$ cat src/rtl/bpi_pkg.sv
package bpi_pkg;
    typedef enum logic { ARM_IDLE = 1'b0, ARM_LIVE = 1'b1 } arm_state_t;
    typedef enum logic { BEAT_FIRST = 1'b0, BEAT_REST = 1'b1 } beat_state_t;
endpackage

$ cat src/rtl/bpi_parity_gen.sv
module bpi_parity_gen #(
    parameter int W = 36
) (
    input  logic [W-1:0]         din,
    output logic [(W+7)/8-1:0]   par
);
    localparam int NG = (W + 7) / 8;

    for (genvar g = 0; g < NG; g++) begin : g_grp
        localparam int LO = g * 8;
        localparam int HI = (g * 8 + 7 < W) ? g * 8 + 7 : W - 1;
        assign par[g] = ^din[HI:LO];
    end
endmodule

$ cat src/rtl/bpi_beat_tracker.sv
module bpi_beat_tracker
    import bpi_pkg::*;
(
    input  logic clk,
    input  logic rst_n,
    input  logic beat,
    input  logic last,
    output logic first
);
    beat_state_t state_q, state_d;

    always_ff @(posedge clk) begin
        if (!rst_n) state_q <= BEAT_FIRST;
        else        state_q <= state_d;
    end

    always_comb begin
        state_d = state_q;
        unique case (state_q)
            BEAT_FIRST: if (beat && !last) state_d = BEAT_REST;
            BEAT_REST:  if (beat && last)  state_d = BEAT_FIRST;
            default:    state_d = BEAT_FIRST;
        endcase
    end

    always_comb first = (state_q == BEAT_FIRST);

    AST_BURST_REOPENS: assert property (@(posedge clk) disable iff (!rst_n)
        (beat && last) |=> first);
endmodule

$ cat src/rtl/bpi_inj_channel.sv
module bpi_inj_channel
    import bpi_pkg::*;
#(
    parameter int PW   = 5,
    parameter int ID_W = 5
) (
    input  logic            clk,
    input  logic            rst_n,
    input  logic            mask_we,
    input  logic            ctrl_we,
    input  logic [PW-1:0]   mask_wdata,
    input  logic            arm_wdata,
    input  logic [ID_W-1:0] id_wdata,
    input  logic            window,
    input  logic [ID_W-1:0] src_id,
    output logic [PW-1:0]   mask_q,
    output logic [ID_W-1:0] id_q,
    output logic            armed,
    output logic [PW-1:0]   flip
);
    arm_state_t state_q, state_d;
    logic       fire;

    always_ff @(posedge clk) begin
        if (!rst_n) begin
            state_q <= ARM_IDLE;
            mask_q  <= '0;
            id_q    <= '0;
        end else begin
            state_q <= state_d;
            if (mask_we) mask_q <= mask_wdata;
            if (ctrl_we) id_q   <= id_wdata;
        end
    end

    always_comb begin
        state_d = state_q;
        unique case (state_q)
            ARM_IDLE: if (ctrl_we && arm_wdata) state_d = ARM_LIVE;
            ARM_LIVE: begin
                if (ctrl_we)   state_d = arm_wdata ? ARM_LIVE : ARM_IDLE;
                else if (fire) state_d = ARM_IDLE;
            end
            default: state_d = ARM_IDLE;
        endcase
    end

    always_comb begin
        armed = (state_q == ARM_LIVE);
        fire  = armed && window && (src_id == id_q);
        flip  = fire ? mask_q : '0;
    end

    AST_ONE_SHOT: assert property (@(posedge clk) disable iff (!rst_n)
        (fire && !ctrl_we) |=> !armed);
    AST_SW_WINS: assert property (@(posedge clk) disable iff (!rst_n)
        ctrl_we |=> (armed == $past(arm_wdata)));
    AST_ID_MATCH: assert property (@(posedge clk) disable iff (!rst_n)
        (flip != '0) |-> (window && src_id == id_q));
endmodule

$ cat src/rtl/bus_parity_injector.sv
module bus_parity_injector #(
    parameter int ADDR_W = 36,
    parameter int DATA_W = 128,
    parameter int ID_W   = 5,
    parameter int REG_W  = 32
) (
    input  logic                    clk,
    input  logic                    rst_n,
    input  logic                    reg_we,
    input  logic [1:0]              reg_addr,
    input  logic [REG_W-1:0]        reg_wdata,
    output logic [REG_W-1:0]        reg_rdata,
    input  logic                    txn_valid,
    input  logic                    txn_is_data,
    input  logic                    txn_last,
    input  logic [ID_W-1:0]         txn_src,
    input  logic [ADDR_W-1:0]       txn_addr,
    input  logic [DATA_W-1:0]       txn_data,
    output logic [(ADDR_W+7)/8-1:0] addr_par,
    output logic [(DATA_W+7)/8-1:0] data_par
);
    localparam int AP_W   = (ADDR_W + 7) / 8;
    localparam int DP_W   = (DATA_W + 7) / 8;
    localparam int ID_LSB = 8;

    localparam logic [1:0] RA_AMASK = 2'd0;
    localparam logic [1:0] RA_ACTRL = 2'd1;
    localparam logic [1:0] RA_DMASK = 2'd2;
    localparam logic [1:0] RA_DCTRL = 2'd3;

    logic [AP_W-1:0] a_good, a_flip, a_mask;
    logic [DP_W-1:0] d_good, d_flip, d_mask;
    logic [ID_W-1:0] a_id, d_id;
    logic            a_armed, d_armed, d_first;
    logic            a_window, d_window;

    bpi_parity_gen #(.W(ADDR_W)) u_apar (.din(txn_addr), .par(a_good));
    bpi_parity_gen #(.W(DATA_W)) u_dpar (.din(txn_data), .par(d_good));

    bpi_beat_tracker u_beat (
        .clk(clk), .rst_n(rst_n),
        .beat(txn_valid && txn_is_data), .last(txn_last), .first(d_first)
    );

    always_comb begin
        a_window = txn_valid && !txn_is_data;
        d_window = txn_valid && txn_is_data && d_first;
    end

    bpi_inj_channel #(.PW(AP_W), .ID_W(ID_W)) u_ach (
        .clk(clk), .rst_n(rst_n),
        .mask_we(reg_we && reg_addr == RA_AMASK),
        .ctrl_we(reg_we && reg_addr == RA_ACTRL),
        .mask_wdata(reg_wdata[AP_W-1:0]),
        .arm_wdata(reg_wdata[0]),
        .id_wdata(reg_wdata[ID_LSB+ID_W-1:ID_LSB]),
        .window(a_window), .src_id(txn_src),
        .mask_q(a_mask), .id_q(a_id), .armed(a_armed), .flip(a_flip)
    );

    bpi_inj_channel #(.PW(DP_W), .ID_W(ID_W)) u_dch (
        .clk(clk), .rst_n(rst_n),
        .mask_we(reg_we && reg_addr == RA_DMASK),
        .ctrl_we(reg_we && reg_addr == RA_DCTRL),
        .mask_wdata(reg_wdata[DP_W-1:0]),
        .arm_wdata(reg_wdata[0]),
        .id_wdata(reg_wdata[ID_LSB+ID_W-1:ID_LSB]),
        .window(d_window), .src_id(txn_src),
        .mask_q(d_mask), .id_q(d_id), .armed(d_armed), .flip(d_flip)
    );

    always_comb begin
        addr_par = a_good ^ a_flip;
        data_par = d_good ^ d_flip;
    end

    always_comb begin
        reg_rdata = '0;
        unique case (reg_addr)
            RA_AMASK: reg_rdata[AP_W-1:0] = a_mask;
            RA_ACTRL: begin
                reg_rdata[ID_LSB+ID_W-1:ID_LSB] = a_id;
                reg_rdata[0] = a_armed;
            end
            RA_DMASK: reg_rdata[DP_W-1:0] = d_mask;
            RA_DCTRL: begin
                reg_rdata[ID_LSB+ID_W-1:ID_LSB] = d_id;
                reg_rdata[0] = d_armed;
            end
            default: reg_rdata = '0;
        endcase
    end

    AST_ADDR_FAULT_IN_ADDR_CYCLE: assert property (@(posedge clk) disable iff (!rst_n)
        (addr_par != a_good) |-> (txn_valid && !txn_is_data && a_armed));
    AST_DATA_FAULT_FIRST_BEAT: assert property (@(posedge clk) disable iff (!rst_n)
        (data_par != d_good) |-> (txn_valid && txn_is_data && d_first && d_armed));
endmodule

$ cat config.mk
export PLATFORM = sky130hd
export DESIGN_NAME = bus_parity_injector
export DESIGN_NICKNAME = d
export VERILOG_FILES = /design/src/rtl/bpi_pkg.sv /design/src/rtl/bpi_parity_gen.sv /design/src/rtl/bpi_beat_tracker.sv /design/src/rtl/bpi_inj_channel.sv /design/src/rtl/bus_parity_injector.sv
export SDC_FILE = /design/constraint.sdc
export NUM_CORES = 1
export LEC_CHECK = 0
export BUFFER_PORTS_ARGS = -buffer_cell sky130_fd_sc_hd__buf_2
export CORE_AREA = 2 2 103 105
export CTS_CLUSTER_DIAMETER = 80
export DETAILED_ROUTE_END_ITERATION = 8
export DIE_AREA = 0 0 105 107
export PLACE_DENSITY = 0.69
export SLEW_MARGIN = 20
export SYNTH_ARGS = -nofsm -noshare
export SYNTH_HDL_FRONTEND = slang
export SYNTH_SLANG_ARGS = --single-unit
$ cat constraint.sdc
create_clock -name clk -period 2.2 [get_ports clk]
set_clock_uncertainty 0.2 [all_clocks]
set_input_delay 0.22 -clock clk [delete_from_list [all_inputs] [get_ports clk]]
set_output_delay 0.22 -clock clk [all_outputs]
set_load 0.01 [all_outputs]
==> metrics.csv <==
stage,metric,value,unit
sta,maxSlewViolCount,0,
detailed_routing,wirelength,10.4,mm
grt,grt_first_pass_wirelength,15.8,mm
detailed_routing,wl_met3,874,um
power,power,0.00245,W
die,dieWidth,105,um
place,finalWeightedCongestion,0.770,
clock_tree,cts_made_buffers,5,
power,power-per-cell-area,489,nW/um^2
clock_tree,clkSinkCount,34,
detailed_routing,route.met2.wl,5.43,mm
worst_setup_path,critical_path_arrival,1.85,ns
place,dpl.hpwl,8.42,mm
detailed_routing,drt-initial-drc-count,77,
finish,finish.cell_count_without_fillers,777,
logic_synthesis,synth_mux_area_frac,0.0817,
sta,final_period_minus_worst_setup_slack,2.27,ns
worst_hold_path,worst_hold_path_type,in -> reg,
detailed_routing,firstDrtPassIters,4,
clock_tree,root_buffer,sky130_fd_sc_hd__clkbuf_8,
finish,nNetsFinal,849,
place,post_dp_cell_area,4570,um^2
power,leak_pwr,2.27,nW
grt,grt_max_degree,25,
logic_synthesis,yosys_most_used_dff,sky130_fd_sc_hd__dfxtp_1,
logic_synthesis,ys_seq_area_frac,0.207,
die,placeableCoreArea,10100,um^2
die,die_y,107,um
place,numPlacedInstances,750,
logic_synthesis,synth_compound_area_frac,0.0498,
logic_synthesis,yosys.cell_types.count,32,
detailed_routing,drt.antenna.violating_nets,0,
die,floorplan.initialDensity,0.326,
place,port-buffer-count,229,
place,pre_cts_slack,0.0895,ns
status,failing_checks,negative setup slack,
clock_tree,htree_levels,2,
detailed_routing,number_of_vias_after_detailed_routing,3445,
status,run_status,"complete, but fails checks",
finish,final_common_cell,sky130_fd_sc_hd__buf_2,
sta,tightest_pin_transition,0.954,ns
power,vdd.ir_drop.worst,0.265,mV
clock_tree,clock_tree_from_tritoncts,done,
sta,post-route-worst-setup-slack,-0.0683,ns
finish,n_fill_cell,991,
logic_synthesis,synth.ff_latch_count,34,
clock_tree,clk-insertion-delay-late,0.29,ns
grt,grt_overflow,0,
die,die_area,11200,um^2
finish,drive_gt1_frac,0.446,
logic_synthesis,synth_top_family_by_area,XOR/XNOR gates,
worst_setup_path,critPathCaptureType,output pin,
clock_tree,clock_transition_time_at_the_flip_flop_clock_pins_of_the_worst_setup_and_hold_paths,0.08,ns
logic_synthesis,synth_async_sr_flop_share,0,
grt,first_global_vias,3485,
worst_setup_path,critPathLaunchType,register,
sta,fin_tns_setup,-0.834,ns
sta,highest_clock_rate,441,MHz
logic_synthesis,synthesis.area_per_instance,8.51,um^2
detailed_routing,drt_drc_violations_left,0,
logic_synthesis,post_synth_xor_area_fraction,0.463,
detailed_routing,route.layer.met1.wl,3.98,mm
logic_synthesis,post_synth_and_or_nand_nor_area_fraction,0.139,
die,num_io_pins,262,
detailed_routing,post_drt_via_cell_ratio,4.43,
worst_setup_path,crit_type,reg -> out,
worst_setup_path,critical_path_required,1.78,ns
grt,global_routing_usage_summed_across_all_routing_layers,0.173,
die,placement_rows,37,
flow_run,max_cap_viol_count,0,
finish,antenna-diode-count,0,
detailed_routing,detail_route.wl_per_cell,13.4,um
sta,fin_crit_share,1.03,
finish,mostFrequentLayoutCells,"sky130_fd_sc_hd__buf_2, sky130_fd_sc_hd__xnor2_1, sky130_fd_sc_hd__nand2_1",
finish,postLayoutCellArea,5010,um^2
logic_synthesis,post_synth_fa_ha_maj_area_fraction,0,
logic_synthesis,netlist_area,3290,um^2
logic_synthesis,synth-edff-count,0,
detailed_routing,highest_layer,met4,
sta,setup_repair_after_global_routing_missed_its_margin,true,
sta,setup_viol_count_final,16,
logic_synthesis,yosysWarnings,0,
logic_synthesis,postSynthCellCount,387,
finish,areaGrowthSynthToFinish,52.2,%
sta,timing_hold_violations_final,0,
grt,antenna_found_initial,0,
sta,slew-limit-headroom,0.363,
worst_setup_path,timing.critical_path.fanout_max,7,
clock_tree,ctsLongestPathBuffers,2,
critical path, cell delays in order (launching register included):
cell and delay (ns):
sky130_fd_sc_hd__dfxtp_1 0.31, sky130_fd_sc_hd__nand4b_1 0.22, sky130_fd_sc_hd__nor4_4 0.29, sky130_fd_sc_hd__buf_4 0.19
sky130_fd_sc_hd__buf_8 0.14, sky130_fd_sc_hd__nand3_2 0.12, sky130_fd_sc_hd__xnor2_2 0.14, sky130_fd_sc_hd__buf_2 0.14
final timing paths:
| path | start | endpoint | slack [ns] | depth (start not counted) |
|---|---|---|---|---|
| max | register | data_par[1] | -0.07 | 7 |
| min | reg_wdata[11] | u_ach.id_q[3] | 0.006 | 3 |
| max reg2reg | register | u_dch.armed | 0.55 | 6 |
| min reg2reg | u_dch.mask_q[13] | u_dch.mask_q[13] | 0.28 | 2 |
flip-flops by register name (all words and copies together) (netlist names), named ones only:
| signal | cells |
|---|---|
| u_ach.mask_q | 5 |
| u_ach.armed | 1 |
| u_dch.mask_q | 16 |
| u_dch.id_q | 5 |
| u_ach.id_q | 5 |
| u_dch.armed | 1 |
where the power goes:
| part | total [W] | switching, W | internal (W) |
|---|---|---|---|
| logic | 0.00130 | 0.000596 | 0.000699 |
| registers | 0.000655 | 0.0000187 | 0.000637 |
| clock network | 0.000498 | 0.000246 | 0.000252 |
kinds of logic (layout without fill, tap and decap cells):
group                     after synthesis  count (layout)
DFF                                    34              34
other                                   1              16
muxes                                  25              25
AOI/OAI and AO/OA                      27              27
and+or+nand+nor                        95              95
buffers and inverters                  31             270
xor gates and xnor gates              174             174
repair_timing:
action                                  in CTS  in global routing
resized for setup                            7                 25
hold buffers                                16                  0
pin swaps                                    0                 10
cloned                                       0                  2
endpoints found under the setup margin       6                 17
hold endpoints to repair                    17                  0
buffers inserted                             0                  1
Yosys cell counts (4+ instances only):
library cell	count	area [um^2]
sky130_fd_sc_hd__a21oi_1	19	95.1
sky130_fd_sc_hd__a22o_1	5	43.8
sky130_fd_sc_hd__and2_1	7	43.8
sky130_fd_sc_hd__buf_2	4	20.0
sky130_fd_sc_hd__buf_4	16	120
sky130_fd_sc_hd__clkbuf_1	7	26.3
sky130_fd_sc_hd__dfxtp_1	34	681
sky130_fd_sc_hd__mux2_2	5	56.3
sky130_fd_sc_hd__mux2i_1	19	190
sky130_fd_sc_hd__nand2_1	36	135
sky130_fd_sc_hd__nand3_1	22	110
sky130_fd_sc_hd__nor2_1	21	78.8
sky130_fd_sc_hd__xnor2_1	143	1250
sky130_fd_sc_hd__xor2_1	31	272
area by class of cell:
cell class | count | area [um^2] | area share
clock buffer | 6 | 82.6 | 0.0165
timing repair buffer | 260 | 1440 | 0.287
inverter | 1 | 7.51 | 0.00150
timing repair inverter | 1 | 5.00 | 0.000999
sequential | 34 | 682 | 0.136
multi-input combinational | 337 | 2620 | 0.522
clock inverter | 2 | 12.5 | 0.00250
tap | 136 | 170 | 0.0339
stage by stage:
| step | hold slack (ns) | utilization |
|---|---|---|
| 2_1_floorplan | 0.129 | - |
| 3_3_place_gp | 0.231 | 0.453 |
| 3_5_place_dp | 0.236 | 0.453 |
| 4_1_cts | 0.00237 | 0.482 |
| 5_1_grt | 0.0235 | 0.497 |
| 6_report | 0.00566 | 0.497 |
layer usage:
layer / GRT usage / up-vias
li1: - / 1721
met5: 0 / -
met1: 0.181 / 1541
met2: 0.340 / 171
met4: 0.0438 / 0
met3: 0.0468 / 12
Note: power is estimated with default switching activity, not from simulation.
